<file path="config.mk">
export PLATFORM = sky130hd
export DESIGN_NAME = hostdev_mailbox
export DESIGN_NICKNAME = d
export VERILOG_FILES = /design/src/rtl/hdm_pkg.sv /design/src/rtl/hdm_wb_port.sv /design/src/rtl/hdm_regfile.sv /design/src/rtl/hdm_scan.sv /design/src/rtl/hostdev_mailbox.sv
export SDC_FILE = /design/constraint.sdc
export NUM_CORES = 1
export LEC_CHECK = 0
export ABC_AREA = 1
export ABC_CLOCK_PERIOD_IN_PS = 3100
export BUFFER_PORTS_ARGS = -buffer_cell sky130_fd_sc_hd__buf_2
export CAP_MARGIN = 15
export CORE_AREA = 2 2 92 111
export DETAILED_ROUTE_END_ITERATION = 10
export DIE_AREA = 0 0 94 113
export HOLD_SLACK_MARGIN = 0.06
export PLACE_DENSITY = 0.84
export REMOVE_ABC_BUFFERS = 1
export SLEW_MARGIN = 20
export SYNTH_ARGS = -nofsm -noshare
export SYNTH_HDL_FRONTEND = slang
export SYNTH_HIERARCHICAL = 1
export SYNTH_SLANG_ARGS = --single-unit
</file>
<file path="constraint.sdc">
create_clock -name clk -period 3.1 [get_ports clk]
set_input_delay 0.31 -clock clk [delete_from_list [all_inputs] [get_ports clk]]
set_output_delay 0.31 -clock clk [all_outputs]
set_load 0.005 [all_outputs]
</file>
<file path="src/rtl/hdm_pkg.sv">
package hdm_pkg;
  localparam int DATA_W = 8;
  localparam int ADDR_W = 3;
  localparam int NUM_DIG = 4;

  localparam logic [ADDR_W-1:0] OFS_CTRL = 3'd0;
  localparam logic [ADDR_W-1:0] OFS_FLAG = 3'd1;
  localparam logic [ADDR_W-1:0] OFS_MBOX = 3'd2;
  localparam logic [ADDR_W-1:0] OFS_IO   = 3'd3;
  localparam logic [ADDR_W-1:0] OFS_DIG  = 3'd4;

  localparam int CTRL_RST_BIT = 7;
  localparam int CTRL_MEM_BIT = 6;

  localparam int PORT_HOST = 0;
  localparam int PORT_DEV  = 1;
endpackage

</file>
<file path="src/rtl/hdm_wb_port.sv">
module hdm_wb_port #(
  parameter int AW = 3,
  parameter int DW = 8
) (
  input  logic          clk,
  input  logic          rst,
  input  logic          cyc,
  input  logic          stb,
  input  logic          we,
  input  logic [DW-1:0] rd_word,
  output logic          ack,
  output logic [DW-1:0] rdat,
  output logic          wr_en
);
  logic          ack_q;
  logic [DW-1:0] rdat_q;
  logic          req;

  // A request is taken once; the acked cycle does not start a new one.
  assign req   = cyc && stb && !ack_q;
  assign wr_en = req && we;

  always_ff @(posedge clk) begin
    if (rst) begin
      ack_q  <= 1'b0;
      rdat_q <= '0;
    end else begin
      ack_q <= req;
      if (req) rdat_q <= rd_word;
    end
  end

  assign ack  = ack_q;
  assign rdat = rdat_q;
endmodule

</file>
<file path="src/rtl/hdm_regfile.sv">
module hdm_regfile
  import hdm_pkg::*;
#(
  parameter int DW = 8,
  parameter int AW = 3,
  parameter int ND = 4
) (
  input  logic            clk,
  input  logic            rst,
  input  logic            h_wr,
  input  logic [AW-1:0]   h_adr,
  input  logic [DW-1:0]   h_wd,
  input  logic            d_wr,
  input  logic [AW-1:0]   d_adr,
  input  logic [DW-1:0]   d_wd,
  input  logic [DW-1:0]   sw_in,
  output logic [DW-1:0]   h_rword,
  output logic [DW-1:0]   d_rword,
  output logic [DW-1:0]   ctrl,
  output logic [DW-1:0]   flags,
  output logic [DW-1:0]   led,
  output logic [ND*DW-1:0] digits
);
  localparam logic [DW-1:0] CTRL_MASK = DW'((1 << CTRL_RST_BIT) | (1 << CTRL_MEM_BIT));

  logic [DW-1:0] ctrl_q, flag_q, mbox_q, led_q;
  logic [DW-1:0] dig_q [ND];
  logic [DW-1:0] set_m, clr_m;

  assign set_m = (h_wr && h_adr == OFS_FLAG) ? h_wd : '0;
  assign clr_m = (d_wr && d_adr == OFS_FLAG) ? d_wd : '0;

  always_ff @(posedge clk) begin
    if (rst) begin
      ctrl_q <= '0;
      flag_q <= '0;
      mbox_q <= '0;
      led_q  <= '1;
    end else begin
      if (h_wr && h_adr == OFS_CTRL) ctrl_q <= h_wd & CTRL_MASK;
      flag_q <= (flag_q & ~clr_m) | set_m;
      if (h_wr && h_adr == OFS_MBOX)      mbox_q <= h_wd;
      else if (d_wr && d_adr == OFS_MBOX) mbox_q <= d_wd;
      if (h_wr && h_adr == OFS_IO)        led_q <= h_wd;
      else if (d_wr && d_adr == OFS_IO)   led_q <= d_wd;
    end
  end

  for (genvar g = 0; g < ND; g++) begin : g_dig
    localparam logic [AW-1:0] OFS = AW'(OFS_DIG + g);
    always_ff @(posedge clk) begin
      if (rst)                         dig_q[g] <= '1;
      else if (h_wr && h_adr == OFS)   dig_q[g] <= h_wd;
      else if (d_wr && d_adr == OFS)   dig_q[g] <= d_wd;
    end
    assign digits[g*DW +: DW] = dig_q[g];
  end

  function automatic logic [DW-1:0] pick(input logic [AW-1:0] a);
    logic [DW-1:0] r;
    r = '1;
    case (a)
      OFS_CTRL: r = ctrl_q;
      OFS_FLAG: r = flag_q;
      OFS_MBOX: r = mbox_q;
      OFS_IO:   r = sw_in;
      default: begin
        for (int i = 0; i < ND; i++)
          if (a == AW'(OFS_DIG + i)) r = dig_q[i];
      end
    endcase
    return r;
  endfunction

  assign h_rword = pick(h_adr);
  assign d_rword = pick(d_adr);
  assign ctrl  = ctrl_q;
  assign flags = flag_q;
  assign led   = led_q;
endmodule

</file>
<file path="src/rtl/hdm_scan.sv">
module hdm_scan #(
  parameter int DW = 8,
  parameter int ND = 4,
  parameter int SCAN_BITS = 12
) (
  input  logic            clk,
  input  logic            rst,
  input  logic [ND*DW-1:0] digits,
  output logic [6:0]      seg,
  output logic            dp,
  output logic [ND-1:0]   an
);
  localparam int SELW = (ND > 1) ? $clog2(ND) : 1;
  localparam int CW   = SCAN_BITS + SELW;

  logic [CW-1:0]   cnt_q;
  logic [SELW-1:0] sel;
  logic [DW-1:0]   cur;
  logic [6:0]      seg_q;
  logic            dp_q;
  logic [ND-1:0]   an_q;

  assign sel = cnt_q[CW-1 -: SELW];
  assign cur = digits[sel*DW +: DW];

  always_ff @(posedge clk) begin
    if (rst) begin
      cnt_q <= '0;
      seg_q <= '1;
      dp_q  <= 1'b1;
      an_q  <= ND'(~ND'(1));
    end else begin
      if (ND > 1 && int'(sel) == ND - 1 && &cnt_q[SCAN_BITS-1:0])
        cnt_q <= '0;
      else
        cnt_q <= cnt_q + 1'b1;
      seg_q <= cur[6:0];
      dp_q  <= cur[7];
      an_q  <= ~(ND'(1) << sel);
    end
  end

  assign seg = seg_q;
  assign dp  = dp_q;
  assign an  = an_q;
endmodule

</file>
<file path="src/rtl/hostdev_mailbox.sv">
module hostdev_mailbox
  import hdm_pkg::*;
#(
  parameter int SCAN_BITS = 12
) (
  input  logic        clk,
  input  logic        rst,
  input  logic        h_cyc,
  input  logic        h_stb,
  input  logic        h_we,
  input  logic [2:0]  h_adr,
  input  logic [7:0]  h_wdat,
  output logic        h_ack,
  output logic [7:0]  h_rdat,
  input  logic        d_cyc,
  input  logic        d_stb,
  input  logic        d_we,
  input  logic [2:0]  d_adr,
  input  logic [7:0]  d_wdat,
  output logic        d_ack,
  output logic [7:0]  d_rdat,
  input  logic [7:0]  sw_in,
  output logic [7:0]  dev_flags,
  output logic        dev_rst,
  output logic        mem_to_host,
  output logic [7:0]  led,
  output logic [6:0]  seg,
  output logic        dp,
  output logic [3:0]  an
);
  localparam int NP = 2;

  logic [NP-1:0]        p_cyc, p_stb, p_we, p_ack, p_wr;
  logic [DATA_W-1:0]    p_rword [NP];
  logic [DATA_W-1:0]    p_rdat  [NP];
  logic [DATA_W-1:0]    ctrl, flags;
  logic [NUM_DIG*DATA_W-1:0] digits;

  assign p_cyc = {d_cyc, h_cyc};
  assign p_stb = {d_stb, h_stb};
  assign p_we  = {d_we,  h_we};

  for (genvar p = 0; p < NP; p++) begin : g_port
    hdm_wb_port #(.AW(ADDR_W), .DW(DATA_W)) u_port (
      .clk(clk), .rst(rst),
      .cyc(p_cyc[p]), .stb(p_stb[p]), .we(p_we[p]),
      .rd_word(p_rword[p]),
      .ack(p_ack[p]), .rdat(p_rdat[p]), .wr_en(p_wr[p])
    );
  end

  hdm_regfile #(.DW(DATA_W), .AW(ADDR_W), .ND(NUM_DIG)) u_regs (
    .clk(clk), .rst(rst),
    .h_wr(p_wr[PORT_HOST]), .h_adr(h_adr), .h_wd(h_wdat),
    .d_wr(p_wr[PORT_DEV]),  .d_adr(d_adr), .d_wd(d_wdat),
    .sw_in(sw_in),
    .h_rword(p_rword[PORT_HOST]), .d_rword(p_rword[PORT_DEV]),
    .ctrl(ctrl), .flags(flags), .led(led), .digits(digits)
  );

  hdm_scan #(.DW(DATA_W), .ND(NUM_DIG), .SCAN_BITS(SCAN_BITS)) u_scan (
    .clk(clk), .rst(rst), .digits(digits),
    .seg(seg), .dp(dp), .an(an)
  );

  assign h_ack  = p_ack[PORT_HOST];
  assign d_ack  = p_ack[PORT_DEV];
  assign h_rdat = p_rdat[PORT_HOST];
  assign d_rdat = p_rdat[PORT_DEV];
  assign dev_flags   = flags;
  assign dev_rst     = rst | ctrl[CTRL_RST_BIT];
  assign mem_to_host = ctrl[CTRL_MEM_BIT];
endmodule

</file>
# After elaboration in Yosys (flattened, before gate mapping)
# Memory sizes are Yosys's and may differ from the RTL's.
# Cells that the tools add are included.
[classes] shifts=2 bitwise=13 mux=54 n_reduce_logical=30 n_lt_le_gt_ge=0 n_div=0 multipliers=0 eq_ne=15 n_addsub=1
[op_table] cell="$mux 8" n=22
[op_table] cell="$pmux 8 s4" n=2
[op_table] cell="$shiftx 32x6->8" n=1
[op_table] cell="$mux 1" n=30
[op_table] cell="$eq 3x3->1 const B" n=8
[op_table] cell="$logic_and 1x1->1" n=22
[op_table] cell="$add 14x1->14 const B" n=1
[op_table] cell="$eq 3x2->1 const B" n=4
[op_table] cell="$reduce_and 12->1" n=1
[op_table] cell="$or 1x1->1" n=9
[op_table] cell="$and 8x8->8" n=1
[op_table] cell="$not 8->8" n=1
[op_table] cell="$or 8x8->8" n=1
[op_table] cell="$eq 3x1->1 const B" n=2
[op_table] cell="$logic_not 3->1" n=2
[op_table] cell="$not 4->4" n=1
[op_table] cell="$reduce_bool 2->1" n=2
[op_table] cell="$shl 1x2->4 const A" n=1
[op_table] cell="$eq 2x1->1 const B" n=1
[op_table] cell="$logic_not 1->1" n=2
[op_table] cell="$reduce_or 2->1" n=1
[word_totals] elab_cells=128 output_inout_bits=48 n_memories=1 ff_bits=70 ramBits=32 mem_bits_ro=0 in_bits=38 latchBits=0
[memory_table] name="u_regs.dig_q" depth=4 word_bits=8 rd=4 rd_clocked_by_memory_dff=0 wr=4 line_no="hdm_regfile.sv:27" rtl="logic [DW-1:0] dig_q [ND];"

# Longest topological paths before layout
# Gate-level depths: netlist of run 1.
[logic_depth] word_depth=9 ltp_mapped=11 mapped_depth_nobuf=10

# Cells and area by module
# Netlist of run 1, hierarchy kept.
[modules_own_cells] mod="hdm_regfile" seq_area_each_um2=1481.4 cells_each=578 instances=1 area_per_inst_um2=3852.4
[modules_own_cells] mod="hdm_scan" seq_area_each_um2=520.5 cells_each=147 instances=1 area_per_inst_um2=1183.6
[modules_own_cells] mod="hdm_wb_port" seq_area_each_um2=180.2 cells_each=56 instances=2 area_per_inst_um2=377.9
[modules_own_cells] mod="hostdev_mailbox" seq_area_each_um2=0.0 cells_each=3 instances=1 area_per_inst_um2=11.3

# Least setup slack after synthesis of run 1
# Ideal clock, no wire load.
[synth_path] path_kind="register -> register" from="register g_port[0].u_port.ack_q" to="memory u_regs.dig_q[3][0] (enable)" t_arrival_ns=1.559 t_required_ns=2.772 path_buffers=1 period_less_slack_ns=1.886 path_slack_ns=1.214 stages_incl_launch_ff=8 setup_time_ns=0.328 cell_sequence="dfxtp_1 > inv_1 > nand3_4 > buf_6 > nor2_1 > nand3_1 > nand2_1 > nand3_1"
[synth_rtl] element="from (decl)" line_no="hdm_wb_port.sv:15" rtl="logic ack_q;"
[synth_rtl] element="from (signal assigned)" line_no="hdm_wb_port.sv:28" rtl="ack_q <= req;"
[synth_rtl] element="to (decl)" line_no="hdm_regfile.sv:27"

==> flow_summary_export.csv, run 1 <==
group,metric,value,unit
clock_network,cts_tree,"built",
route,drc,0,
route,dr.first_iter.drc_count,767,
sta,rsz0062_at_grt,"false",
placement,port_buffers,85,
sta,fin_skew,8.68,ps
die,start_util,0.605,
die,coreArea,9520,sq um
grt,track_usage,0.316,
die,die_x,94,um
clock_network,htreeDepth,3,
sta,fmax,435,MHz
power_and_ir_drop,power_density,452,nW/um^2
final_layout,nFillCells,833,
grt,antenna_found_initial,0,
grt,grt_pass1_vias,5315,
clock_network,clkLatencyLatePin,350,ps
placement,place.gp.congestion,0.943,
final_layout,area_growth,14.4,%
logic_synthesis,synth_cells,833,
clock_network,cts.repair.resized,0,
flow_run,maxCapViolCount,0,
setup_path,worstSetupPathType,"register to register",
route,avgRoutedWirePerCell,16.0,um
final_layout,final_net_count,954,
logic_synthesis,yosysWarnings,6,
setup_path,crit_arrival,2300,ps
logic_synthesis,syn_area_per_cell,6.91,sq um
setup_path,worst_setup_path_start_kind,"register",
sta,tns,0,ps
sta,setup_violations,0,
min_path,min_path_type,"input pin to register",
route,ant_nets,0,
placement,hpwl,11900,um
clock_network,cts_hold_buf,0,
sta,hold_violations,0,
sta,relSlewSlack,0.619,
grt,globalRouteOverflowTotal,0,
die,dieArea,10600,sq um
route,drt-total-wl,16700,um
grt,grt_max_degree,38,
final_layout,diodes,0,
die,pin_count,86,
power_and_ir_drop,ir_drop,0.279,mV
die,rows,39,
setup_path,rrSetupSlack,800,ps
sta,slew_violations,0,
setup_path,endpoint_kind,"register",
clock_network,clock_tree.root_cell,"clkbuf_16",
route,dr.pass1.iters,8,
power_and_ir_drop,power,2970,uW
clock_network,cts_sinks,102,
setup_path,worstPathMaxFanout,18,
final_layout,final_common_cell,"nand2_1",
grt,grt_pass1_wl,25900,um
route,vias,5989,
sta,tightest_slew,569,ps
clock_network,cts_buffers,9,
final_layout,drive_gt1_frac,0.170,
final_layout,fin_area,6580,sq um
setup_path,required,3100,ps
final_layout,fin_cells,1043,
logic_synthesis,synthesis.area,5750,sq um
power_and_ir_drop,leakagePower,0.00283,uW
sta,fin_crit_sh,0.742,
clock_network,cts_max_path_buffers,2,
placement,dp_cells,1027,
route,vias_per_cell,5.74,
die,die_y,113,um
clock_network,cts_setup_buffers,0,
clock_network,clkSlewWorstSetupHoldPaths,70,ps
run_status,status,"finished clean",
sta,post-route-min-period,2300,ps
placement,place_area,6240,sq um
sta,hold_ws,234,ps
final_layout,mostFrequentLayoutCells,"237 x nand2_1, 128 x inv_1, 85 x buf_2",
-- final cells by class --
| type | instances | area (sq um) | area share |
|---|---|---|---|
| tap | 123 | 154 | 0.0234 |
| inverter | 141 | 532 | 0.0808 |
| clock buffer | 12 | 278 | 0.0422 |
| multi-input combinational | 574 | 2750 | 0.418 |
| timing repair buffer | 87 | 440 | 0.0669 |
| clock inverter | 4 | 65.1 | 0.00988 |
| sequential | 102 | 2360 | 0.359 |
-- metrics by stage --
stage,utilization,worst slack [ps]
finish,0.692,800
global route,0.692,633
CTS,0.692,866
detailed placement,0.656,821
global placement,0.656,856
floorplan,-,567
-- worst max-delay path, stage by stage (launching register included) --
cell     delay [ps]
dfxtp_1         310
inv_1            80
nand3_4         180
nor2_1          500
nand2_1         290
nand2_1         270
nand3_1         320
-- state kept, by name, indices dropped and copies added (netlist names) --
register / flops
g_port.u_port/rdat: 16
u_regs/flags: 8
u_scan/an: 4
u_regs/ctrl: 2
u_regs/dig_q: 32
u_scan/seg: 7
u_regs/mbox_q: 8
u_scan/dp: 1
u_scan/cnt_q: 14
u_regs/led: 8
g_port.u_port/ack: 2
-- routing by layer --
metal  track usage  vias up  part of all wire
met4         0.178        0             0.045
met5             0        -                 0
met1         0.412     2652              0.38
li1              -     2831                 -
met3        0.0566       72              0.10
met2         0.495      434              0.48
-- power breakdown --
| part | switching, uW | internal (uW) | total (uW) |
|---|---|---|---|
| combinational | 215 | 90.6 | 306 |
| clock | 486 | 762 | 1250 |
| sequential | 17.0 | 1400 | 1420 |
| total | 718 | 2260 | 2970 |
-- final timing paths --
check,startpoint,endpoint,cells past startpoint
min reg2reg,u_scan/cnt_q[0],u_scan/cnt_q[0],1
max reg2reg,g_port[0].u_port/ack,u_regs/dig_q[0][6],6
max,g_port[0].u_port/ack,u_regs/dig_q[0][6],6
min,h_wdat[2],u_regs/flags[2],3
(Power assumes the default switching activity.)
==> run 2: changes to the inputs <==
--- a/config.mk
+++ b/config.mk
@@ -5,15 +5,15 @@
 export SDC_FILE = /design/constraint.sdc
 export NUM_CORES = 1
 export LEC_CHECK = 0
-export ABC_AREA = 1
-export ABC_CLOCK_PERIOD_IN_PS = 3100
+export ABC_AREA = 0
+export ABC_CLOCK_PERIOD_IN_PS = 2000
 export BUFFER_PORTS_ARGS = -buffer_cell sky130_fd_sc_hd__buf_2
 export CAP_MARGIN = 15
-export CORE_AREA = 2 2 92 111
+export CORE_AREA = 2 2 98 119
 export DETAILED_ROUTE_END_ITERATION = 10
-export DIE_AREA = 0 0 94 113
+export DIE_AREA = 0 0 100 121
 export HOLD_SLACK_MARGIN = 0.06
-export PLACE_DENSITY = 0.84
+export PLACE_DENSITY = 0.76
 export REMOVE_ABC_BUFFERS = 1
 export SLEW_MARGIN = 20
 export SYNTH_ARGS = -nofsm -noshare
==> constraint.sdc (replaced) <==
create_clock -name clk -period 2 [get_ports clk]
set_input_delay 0.2 -clock clk [delete_from_list [all_inputs] [get_ports clk]]
set_output_delay 0.2 -clock clk [all_outputs]
set_load 0.005 [all_outputs]
==> flow_summary_export.csv, run 2 <==
group,metric,value,unit
run_status,status,"finished clean",
grt,antenna_found_initial,0,
clock_network,cts_tree,"built",
final_layout,regArea,2360,sq um
logic_synthesis,yosysWarnings,6,
route,drc,0,
route,vias_per_cell,6.14,
final_layout,area_growth,15.0,%
final_layout,final_net_count,637,
placement,port_buffers,85,
min_path,min-delay-start,"h_wdat[5]",
sta,hold_ws,117,ps
grt,track_usage,0.241,
setup_path,r2r_end,"u_regs/dig_q[1][4]",
placement,place.gp.congestion,0.897,
clock_network,clkSlewWorstSetupHoldPaths,70,ps
clock_network,cts_buffers,9,
power_and_ir_drop,ir_drop,0.432,mV
min_path,whs_path_depth,3,
setup_path,required,2010,ps
die,dieArea,12100,sq um
setup_path,crit_arrival,1960,ps
grt,grt_pass1_wl,22700,um
grt,globalRouteOverflowTotal,0,
sta,fin_crit_sh,0.976,
sta,fin_skew,6.62,ps
setup_path,reg2reg_depth,5,
grt,grtUsageMet1,0.293,
clock_network,clock_tree.root_cell,"clkbuf_16",
final_layout,diodes,0,
route,avgRoutedWirePerCell,19.6,um
setup_path,max_stage_delay,380,ps
final_layout,fin_cells,735,
sta,tns,0,ps
sta,hold_violations,0,
clock_network,cts_sinks,102,
die,rows,42,
final_layout,fin_util,0.587,
route,drt-total-wl,14400,um
route,dr.pass1.iters,6,
sta,relSlewSlack,0.594,
clock_network,cts_hold_buf,0,
final_layout,multi_input_area,2890,sq um
sta,rsz0062_at_grt,"false",
flow_run,maxCapViolCount,0,
clock_network,clkLatencyLatePin,350,ps
final_layout,mostFrequentLayoutCells,"85 x buf_2, 71 x nor2_1, 70 x dfxtp_1",
logic_synthesis,synth_cells,515,
clock_network,htreeDepth,3,
setup_path,worstPathMaxFanout,8,
clock_network,cts_max_path_buffers,2,
sta,post-route-min-period,1950,ps
grt,met2_usage,0.421,
power_and_ir_drop,power,4380,uW
final_layout,largest_register_ff_count,32,
min_path,hold_end,"u_regs/flags[5]",
logic_synthesis,synthesis.area,5580,sq um
setup_path,rrSetupSlack,50,ps
sta,slew_violations,0,
sta,tightest_slew,609,ps
setup_path,r2r-start,"g_port[1].u_port/ack",
die,start_util,0.511,
clock_network,cts_setup_buffers,0,
setup_path,slowest_stage,"or3_1",
die,pin_count,86,
min_path,min_path_type,"input pin to register",
route,dr.first_iter.drc_count,485,
power_and_ir_drop,leakagePower,0.00236,uW
setup_path,worst_setup_path_start_kind,"register",
grt,top_usage_layer,"met2",
grt,grt_pass1_vias,4442,
setup_path,crit_chain,"and3b_1, and2_2, nand3b_1, nor3_2, or3_1",
sta,fmax,512,MHz
die,die_x,100,um
grt,use_met3,0.0421,
placement,dp_cells,719,
final_layout,final_common_cell,"buf_2",
setup_path,worstSetupPathType,"register to register",
placement,hpwl,10600,um
logic_synthesis,syn_area_per_cell,10.8,sq um
final_layout,drive_gt1_frac,0.294,
final_layout,top_register,"u_regs/dig_q",
sta,setup_violations,0,
power_and_ir_drop,power_density,682,nW/um^2
die,die_y,121,um
die,coreArea,10900,sq um
grt,grt_max_degree,82,
setup_path,endpoint_kind,"register",
final_layout,nFillCells,934,
route,ant_nets,0,
route,vias,4515,
[run 2: changes by cell type in the layout (fill, tap and decap cells not counted), sizes merged, moves of 18 or more]
cell,delta
mux4,+28
a21oi,-37
nand2,-226
buf,+24
o22ai,-18
nand2b,+32
nand3,-62
nor2,-29
mux2i,+34
a22oi,+46
o21ai,-27
inv,-118
[run 2: worst max-delay path, delay by kind of cell (launching register included)]
family | cells | cell delay, ps
flip-flops | 1 | 310
AND/OR/NAND/NOR | 5 | 1310
[run 2: worst max path at each step]
stage | from | end | slack (ps) | cells past startpoint
floorplan | g_port[1].u_port/ack | u_regs/dig_q[2][0] | -160 | 5
global placement | g_port[1].u_port/ack | u_regs/dig_q[2][4] | 160 | 5
detailed placement | g_port[1].u_port/ack | u_regs/dig_q[2][4] | 90 | 5
CTS | g_port[1].u_port/ack | u_regs/dig_q[2][1] | 80 | 5
global route | g_port[1].u_port/ack | u_regs/dig_q[1][4] | 5 | 5
finish | g_port[1].u_port/ack | u_regs/dig_q[1][4] | 50 | 5
[run 2: area by class of cell]
class                           count  share of cell area
Clock buffer                        9              0.0351
Inverter                           17             0.00994
Multi-Input combinational cell    357               0.451
Clock inverter                      7             0.00994
Tap cell                          132              0.0257
Sequential cell                   102               0.368
Timing Repair Buffer              111               0.101
[run 2: routing by layer]
| layer | part of all wire | wire [um] |
|---|---|---|
| met1 | 0.39 | 5640 |
| met2 | 0.52 | 7530 |
| met3 | 0.059 | 852 |
| met4 | 0.026 | 378 |
| met5 | 0 | 0 |
[run 2: stage by stage]
stage / worst slack, ps / instance area [sq um]
after floorplan: -160 / 5310
after global placement: 157 / 6120
after detailed placement: 91.1 / 6120
after CTS: 76.2 / 6410
after global routing: 5.27 / 6420
final: 47.9 / 6420
[run 2: repair_timing]
item                                    CTS  global route
hold endpoints to repair                  0             0
resized for setup                         0             1
endpoints found under the setup margin    0             8
[run 2: where the power goes]
| group | switching, uW | leakage [uW] | internal (uW) |
|---|---|---|---|
| Sequential | 29.3 | 0.000812 | 2170 |
| Combinational | 259 | 0.00140 | 206 |
| Clock | 836 | 0.000143 | 874 |
